File: src/rtl/spi_md_pkg.sv
package spi_md_pkg;
  localparam int BUS_W    = 32;
  localparam int ITEM_W   = 16;
  localparam int TX_LANES = 2;
  localparam int RX_LANES = 4;
  localparam int NARROW_W = 8;

  typedef enum logic [1:0] {
    SZ_BYTE = 2'd0,
    SZ_HALF = 2'd1,
    SZ_WORD = 2'd2,
    SZ_RSVD = 2'd3
  } acc_size_e;
endpackage

File: src/rtl/spi_md_count.sv
module spi_md_count
  import spi_md_pkg::*;
#(
  parameter int TH_W = 2
) (
  input  logic [TH_W-1:0] tx_th,
  input  logic            var_sel,
  input  logic [TH_W-1:0] rx_th,
  input  logic            master,
  input  logic            wide,
  input  logic [1:0]      size,
  output logic [1:0]      tx_want,
  output logic [2:0]      rx_want,
  output logic            narrow_lanes,
  output logic            byte_acc
);
  logic      tx_pack;
  logic      rx_pack;
  acc_size_e sz;

  assign sz      = acc_size_e'(size);
  assign tx_pack = (tx_th != '0) && !var_sel;
  assign rx_pack = (rx_th != '0) && !master;

  always_comb begin
    tx_want      = 2'd0;
    rx_want      = 3'd0;
    narrow_lanes = 1'b0;
    byte_acc     = 1'b0;
    unique case (sz)
      SZ_BYTE: begin
        tx_want  = 2'd1;
        rx_want  = 3'd1;
        byte_acc = 1'b1;
      end
      SZ_HALF: begin
        tx_want      = 2'd1;
        rx_want      = (rx_pack && !wide) ? 3'd2 : 3'd1;
        narrow_lanes = rx_pack && !wide;
      end
      SZ_WORD: begin
        tx_want      = tx_pack ? 2'd2 : 2'd1;
        rx_want      = rx_pack ? (wide ? 3'd2 : 3'd4) : 3'd1;
        narrow_lanes = rx_pack && !wide;
      end
      default: begin
        tx_want = 2'd0;
        rx_want = 3'd0;
      end
    endcase
  end
endmodule

File: src/rtl/spi_md_tx_split.sv
module spi_md_tx_split
  import spi_md_pkg::*;
#(
  parameter int DEPTH = 8,
  parameter int LVL_W = $clog2(DEPTH + 1)
) (
  input  logic                       clk,
  input  logic                       rst,
  input  logic                       wr,
  input  logic [1:0]                 want,
  input  logic                       byte_acc,
  input  logic [BUS_W-1:0]           wdata,
  input  logic [LVL_W-1:0]           level,
  output logic [TX_LANES-1:0]        push_en,
  output logic [TX_LANES*ITEM_W-1:0] push_data,
  output logic                       ovf
);
  logic [LVL_W-1:0]    free;
  logic [TX_LANES-1:0] need;
  logic                drop;

  assign free = LVL_W'(DEPTH) - level;

  for (genvar i = 0; i < TX_LANES; i++) begin : g_lane
    assign need[i]    = wr && (want > 2'(i));
    assign push_en[i] = need[i] && (free > LVL_W'(i));
    if (i == 0) begin : g_first
      assign push_data[ITEM_W-1:0] = byte_acc ? {8'h00, wdata[7:0]} : wdata[ITEM_W-1:0];
    end else begin : g_rest
      assign push_data[i*ITEM_W +: ITEM_W] = wdata[i*ITEM_W +: ITEM_W];
    end
  end

  assign drop = |(need & ~push_en);

  always_ff @(posedge clk) begin
    if (rst) ovf <= 1'b0;
    else if (drop) ovf <= 1'b1;
  end

  AST_PUSH_ORDER: assert property (@(posedge clk) disable iff (rst)
    push_en[1] |-> push_en[0]);
  AST_OVF_STICKY: assert property (@(posedge clk) disable iff (rst)
    ovf |=> ovf);
  AST_PUSH_FITS: assert property (@(posedge clk) disable iff (rst)
    LVL_W'($countones(push_en)) <= free);
  AST_NO_PUSH_IDLE: assert property (@(posedge clk) disable iff (rst)
    !wr |-> push_en == '0);
endmodule

File: src/rtl/spi_md_rx_gather.sv
module spi_md_rx_gather
  import spi_md_pkg::*;
#(
  parameter int DEPTH = 8,
  parameter int LVL_W = $clog2(DEPTH + 1)
) (
  input  logic                       clk,
  input  logic                       rst,
  input  logic                       rd,
  input  logic [2:0]                 want,
  input  logic                       narrow,
  input  logic [RX_LANES*ITEM_W-1:0] peek,
  input  logic [LVL_W-1:0]           level,
  output logic [2:0]                 pop_cnt,
  output logic [BUS_W-1:0]           rdata,
  output logic                       rvalid
);
  localparam int CW = (LVL_W > 3) ? LVL_W : 3;
  localparam int WIDE_LANES = BUS_W / ITEM_W;

  logic [CW-1:0]    want_x;
  logic [CW-1:0]    lvl_x;
  logic [2:0]       avail;
  logic [BUS_W-1:0] narrow_word;
  logic [BUS_W-1:0] wide_word;

  assign want_x  = CW'(want);
  assign lvl_x   = CW'(level);
  assign avail   = 3'((want_x < lvl_x) ? want_x : lvl_x);
  assign pop_cnt = rd ? avail : 3'd0;

  for (genvar k = 0; k < RX_LANES; k++) begin : g_nlane
    assign narrow_word[k*NARROW_W +: NARROW_W] =
      (3'(k) < avail) ? peek[k*ITEM_W +: NARROW_W] : '0;
  end

  for (genvar k = 0; k < WIDE_LANES; k++) begin : g_wlane
    assign wide_word[k*ITEM_W +: ITEM_W] =
      (3'(k) < avail) ? peek[k*ITEM_W +: ITEM_W] : '0;
  end

  always_ff @(posedge clk) begin
    if (rst) begin
      rdata  <= '0;
      rvalid <= 1'b0;
    end else begin
      rvalid <= rd;
      if (rd) rdata <= narrow ? narrow_word : wide_word;
    end
  end

  AST_POP_BOUNDED: assert property (@(posedge clk) disable iff (rst)
    CW'(pop_cnt) <= lvl_x);
  AST_POP_IDLE: assert property (@(posedge clk) disable iff (rst)
    !rd |-> pop_cnt == 3'd0);
  AST_RVALID_NEXT: assert property (@(posedge clk) disable iff (rst)
    rd |=> rvalid);
  AST_EMPTY_ZERO: assert property (@(posedge clk) disable iff (rst)
    (rd && level == '0) |=> rdata == '0);
  AST_WIDE_MAX2: assert property (@(posedge clk) disable iff (rst)
    (rd && !narrow) |-> pop_cnt <= 3'd2);
endmodule

File: src/rtl/spi_mdata_adapter.sv
module spi_mdata_adapter
  import spi_md_pkg::*;
#(
  parameter int TH_W     = 2,
  parameter int TX_DEPTH = 8,
  parameter int RX_DEPTH = 8,
  parameter int LVL_W    = $clog2(((TX_DEPTH > RX_DEPTH) ? TX_DEPTH : RX_DEPTH) + 1)
) (
  input  logic                       clk,
  input  logic                       rst,
  input  logic [TH_W-1:0]            cfg_tx_th,
  input  logic                       cfg_var_sel,
  input  logic [TH_W-1:0]            cfg_rx_th,
  input  logic                       cfg_master,
  input  logic                       cfg_wide,
  input  logic                       bus_wr,
  input  logic                       bus_rd,
  input  logic [1:0]                 bus_size,
  input  logic [BUS_W-1:0]           bus_wdata,
  output logic [BUS_W-1:0]           bus_rdata,
  output logic                       bus_rvalid,
  output logic [TX_LANES-1:0]        tx_push_en,
  output logic [TX_LANES*ITEM_W-1:0] tx_push_data,
  input  logic [LVL_W-1:0]           tx_level,
  output logic                       tx_ovf,
  output logic [2:0]                 rx_pop_cnt,
  input  logic [RX_LANES*ITEM_W-1:0] rx_peek,
  input  logic [LVL_W-1:0]           rx_level
);
  logic [1:0] tx_want;
  logic [2:0] rx_want;
  logic       narrow_lanes;
  logic       byte_acc;

  spi_md_count #(.TH_W(TH_W)) u_count (
    .tx_th        (cfg_tx_th),
    .var_sel      (cfg_var_sel),
    .rx_th        (cfg_rx_th),
    .master       (cfg_master),
    .wide         (cfg_wide),
    .size         (bus_size),
    .tx_want      (tx_want),
    .rx_want      (rx_want),
    .narrow_lanes (narrow_lanes),
    .byte_acc     (byte_acc)
  );

  spi_md_tx_split #(.DEPTH(TX_DEPTH), .LVL_W(LVL_W)) u_tx (
    .clk       (clk),
    .rst       (rst),
    .wr        (bus_wr),
    .want      (tx_want),
    .byte_acc  (byte_acc),
    .wdata     (bus_wdata),
    .level     (tx_level),
    .push_en   (tx_push_en),
    .push_data (tx_push_data),
    .ovf       (tx_ovf)
  );

  spi_md_rx_gather #(.DEPTH(RX_DEPTH), .LVL_W(LVL_W)) u_rx (
    .clk     (clk),
    .rst     (rst),
    .rd      (bus_rd),
    .want    (rx_want),
    .narrow  (narrow_lanes),
    .peek    (rx_peek),
    .level   (rx_level),
    .pop_cnt (rx_pop_cnt),
    .rdata   (bus_rdata),
    .rvalid  (bus_rvalid)
  );

  AST_TX_UNPACKED_SINGLE: assert property (@(posedge clk) disable iff (rst)
    (cfg_tx_th == '0 || cfg_var_sel) |-> !tx_push_en[1]);
  AST_RX_MASTER_SINGLE: assert property (@(posedge clk) disable iff (rst)
    (cfg_master || cfg_rx_th == '0) |-> rx_pop_cnt <= 3'd1);
  AST_BYTE_SINGLE: assert property (@(posedge clk) disable iff (rst)
    (bus_size == 2'd0) |-> (rx_pop_cnt <= 3'd1 && !tx_push_en[1]));
  AST_HALF_WRITE_SINGLE: assert property (@(posedge clk) disable iff (rst)
    (bus_size == 2'd1) |-> !tx_push_en[1]);
endmodule

File: config.mk
export PLATFORM = sky130hd
export DESIGN_NAME = spi_mdata_adapter
export DESIGN_NICKNAME = d
export VERILOG_FILES = /design/src/rtl/spi_md_pkg.sv /design/src/rtl/spi_md_count.sv /design/src/rtl/spi_md_tx_split.sv /design/src/rtl/spi_md_rx_gather.sv /design/src/rtl/spi_mdata_adapter.sv
export SDC_FILE = /design/constraint.sdc
export NUM_CORES = 1
export LEC_CHECK = 0
export BUFFER_PORTS_ARGS = -buffer_cell sky130_fd_sc_hd__buf_2
export CAP_MARGIN = 20
export CORE_UTILIZATION = 40
export CTS_CLUSTER_DIAMETER = 30
export DETAILED_ROUTE_END_ITERATION = 8
export PLACE_DENSITY = 0.86
export SLEW_MARGIN = 30
export SYNTH_ARGS = -nofsm -noshare
export SYNTH_HDL_FRONTEND = slang
export SYNTH_HIERARCHICAL = 1
export SYNTH_SLANG_ARGS = --single-unit
File: constraint.sdc
create_clock -name clk -period 4.8 [get_ports clk]
set_clock_uncertainty 0.1 [all_clocks]
set_input_delay 0.96 -clock clk [delete_from_list [all_inputs] [get_ports clk]]
set_output_delay 0.96 -clock clk [all_outputs]
set_load 0.02 [all_outputs]
==> impl_results.md <==
- H-tree levels: 2
- Worst Max-Slew Pin Slew: 763.5 ps
- Vias: around 2500
- Vias per inst: 5.506
- Post-CTS setup buffers: 0
- Share of the synthesized area in the top cell type: 28.22%
- Clk root buf: clkbuf_8
- Row count: 27
- Final Cycle Share: between 80% and 90%
- Num CTS Buffers: 5
- TritonCTS clock tree: built
- Min Tclk post-route: 4119 ps
- Status: completed
- Die Area: 6346 µm²
- Iter 0 DRT Violations: 102
- Setup crit start kind: primary input
- Sw Pwr: 0.0002470 W
- Overall Global Routing Usage: 20.47%
- Fin cells: 445
- Yosys cell types: 44
- Post-CTS Hold Buffers: 0
- Worst setup EP type: primary output
- I/O pins: 188
- Reg clk slew, reported paths: around 70 ps
- Clk sinks: 34
- Finish-stage setup viols: 0
- Post-synthesis sequential area ratio: 28.22%
- Layout cell share with drive strength beyond 1: between 40% and 50%
- Initial antenna violation count: 0
- Port bufs: 123
- First-pass GRT wire length: around 10000 µm
- Placed insts: approximately 440
- Yosys Warn Count: 6
- Mean Syn Cell Area: ~8.5 µm²
- FF+latch count, synth: 34
- Starting Density: between 40 and 50%
- Lkg Pwr: around 1.3 nW
- Total wire length: 6486 µm
- Chip height: 79.66 µm
- Vias in the first global route: 2169
- Avg WL per Cell: approximately 15 µm
- Post-DRT Antenna Nets: 0
- Unrepaired setup endpoints after global routing: false
- Hold Vio Cnt, Final: 0
- Hold Crit Class: register to register
- Max-cap violations: 0
- Clock latency on the worst-skew pair: 290 ps
- Syn_nets: roughly 400
- Post-route DRC: 0
- Ys async rst share: 0%
- Critical path arrival: 3060 ps
- Nets: 496
- Critical Path RT: 3740 ps
- Gpl congestion: 0.8300
- Syn-to-layout area delta: 25.10%
- Internal power: just under 0.0006 W
- Gate power share: 25.1%
- Grt total ovfl: 0
- Slew headroom: 49.10%
- Largest net degree at the start of global routing: 54
- Resize count post-CTS: 0
- Ys flop type: dfxtp_1
- Post-synth EDFFs: 0
- Synth Instances: 284
- Worst-path maximum fanout: 11
- Setup_tns: 0 ps
- Max frequency: 242.8 MHz
- Reg power frac: 36.6%
- Drt pass-1 iters: 4
- Clock power share: 38.3%
- Deepest clock path buffer count: 2
- Leading area contributor after synthesis: dfxtp_1
- Final Slew Violations: 0
- Fin Hold WS: between 300 and 400 ps
- Worst vdd ir: 0.0002113 V
- Antenna cells: 0
- Sw frac: 29.43%
- Power density cells: ~280 nW/µm²
- Area contributors post-synth: dfxtp_1 28%, buf_4 8.1%, nand3_1 6.6%
- CORE AREA: 5675 µm²
- DP Wirelength: ~5000 µm
- Die Wd: about 80 µm
- Post-synthesis cell area: 2412 µm²
- Type of the worst setup path: primary input to primary output
## flip-flops by register name, indices dropped and copies added, names as in the netlist
signal / count
u_tx/ovf: 1
u_rx/rvalid: 1
u_rx/rdata: 32
## logic make-up (layout without fill, tap and decap cells)
family                     Yosys count  count (layout)  synth area share [%]
adders and majority gates            7               7                 3.631
and+or+nand+nor                    109             109                 24.01
buffers and inverters               62             151                 14.78
AOI/OAI and AO/OA                   71              71                 28.94
DFF                                 34              34                 28.22
muxes                                1               1                0.4150
## synth_stat cells (8+ instances only)
cell / number
a311oi_2: 8
nand4_1: 8
a41oi_1: 8
a2111o_1: 8
nand3_1: 32
nor3_1: 11
nor2_1: 28
inv_1: 13
a32o_1: 8
clkbuf_1: 17
a311oi_1: 16
dfxtp_1: 34
nor2b_1: 10
buf_4: 26
## final cells by class
cell class	instances	area, µm²
fill	549	2658
multi-input combinational	188	1393
sequential	34	680.7
timing repair buffer	130	668.1
tap	72	90.09
clock buffer	5	68.82
clock inverter	3	68.82
inverter	13	48.80
## routing by layer
layer | track usage (%) | share of wire [%]
met1 | 25.40 | 44
met3 | 6.286 | 7.1
met4 | 7.455 | 1.5
met5 | 0 | 0
met2 | 33.08 | 48
## through the flow
stage                     instance area [µm²]  setup WS, ps  total power, W  utilization (%)
after global placement                   2874         727.9       0.0005180            50.64
final                                    3018         681.1       0.0008390            53.17
after floorplan                          2412         374.9       0.0004765                -
after CTS                                3012         679.9       0.0008394            53.06
after detailed placement                 2874         686.6       0.0005227            50.64
after global routing                     3018         480.5       0.0008769            53.17
## critical path: stages
cell      delay, ps
buf_2           120
inv_1            60
ha_1            320
or3_1           380
o311a_1         180
nand2b_4        180
a31oi_4         180
or2_2           260
nand2_1          80
a21boi_0        160
buf_2           190
## cell usage in the layout, fill, tap and decap left out, types with 2 or more instances in the layout
| cell type | netlist | routed |
|---|---|---|
| nor2b_1 | 10 | 10 |
| a2111o_1 | 8 | 8 |
| nand3_1 | 32 | 32 |
| nor3_1 | 11 | 11 |
| o21bai_1 | 2 | 2 |
| dfxtp_1 | 34 | 34 |
| inv_1 | 13 | 13 |
| clkbuf_8 | 0 | 5 |
| nand4_1 | 8 | 8 |
| a21oi_1 | 5 | 5 |
| nor2_1 | 28 | 28 |
| a311oi_2 | 8 | 8 |
| bufinv_16 | 0 | 2 |
| buf_4 | 26 | 7 |
| nand2_1 | 7 | 7 |
| o21a_1 | 3 | 3 |
| ha_1 | 7 | 7 |
| and2_1 | 2 | 2 |
| a311oi_1 | 16 | 16 |
| a41oi_1 | 8 | 8 |
| buf_2 | 3 | 123 |
| a21boi_0 | 3 | 3 |
| a32o_1 | 8 | 8 |
| or4_1 | 2 | 2 |
## path summary, 6_finish.rpt
check / start / to / slack, ps / cells after the start
worst max-delay path: bus_size[0] / rx_pop_cnt[1] / 680 / 11
worst min-delay path: u_rx/rdata[5] / u_rx/rdata[5] / 360 / 1
worst max register to register: u_rx/rdata[23] / u_rx/rdata[23] / 3960 / 2
worst min register to register: u_rx/rdata[5] / u_rx/rdata[5] / 360 / 1
## power by group through the flow
stage | combinational (W) | clock (W) | sequential [W]
floorplan | 0.000142 | 0 | 0.000334
global placement | 0.000205 | 0 | 0.000313
detailed placement | 0.000209 | 0 | 0.000314
CTS | 0.000210 | 0.000322 | 0.000307
global route | 0.000229 | 0.000339 | 0.000309
finish | 0.000211 | 0.000321 | 0.000307
Power figures use the tool's default switching activity.
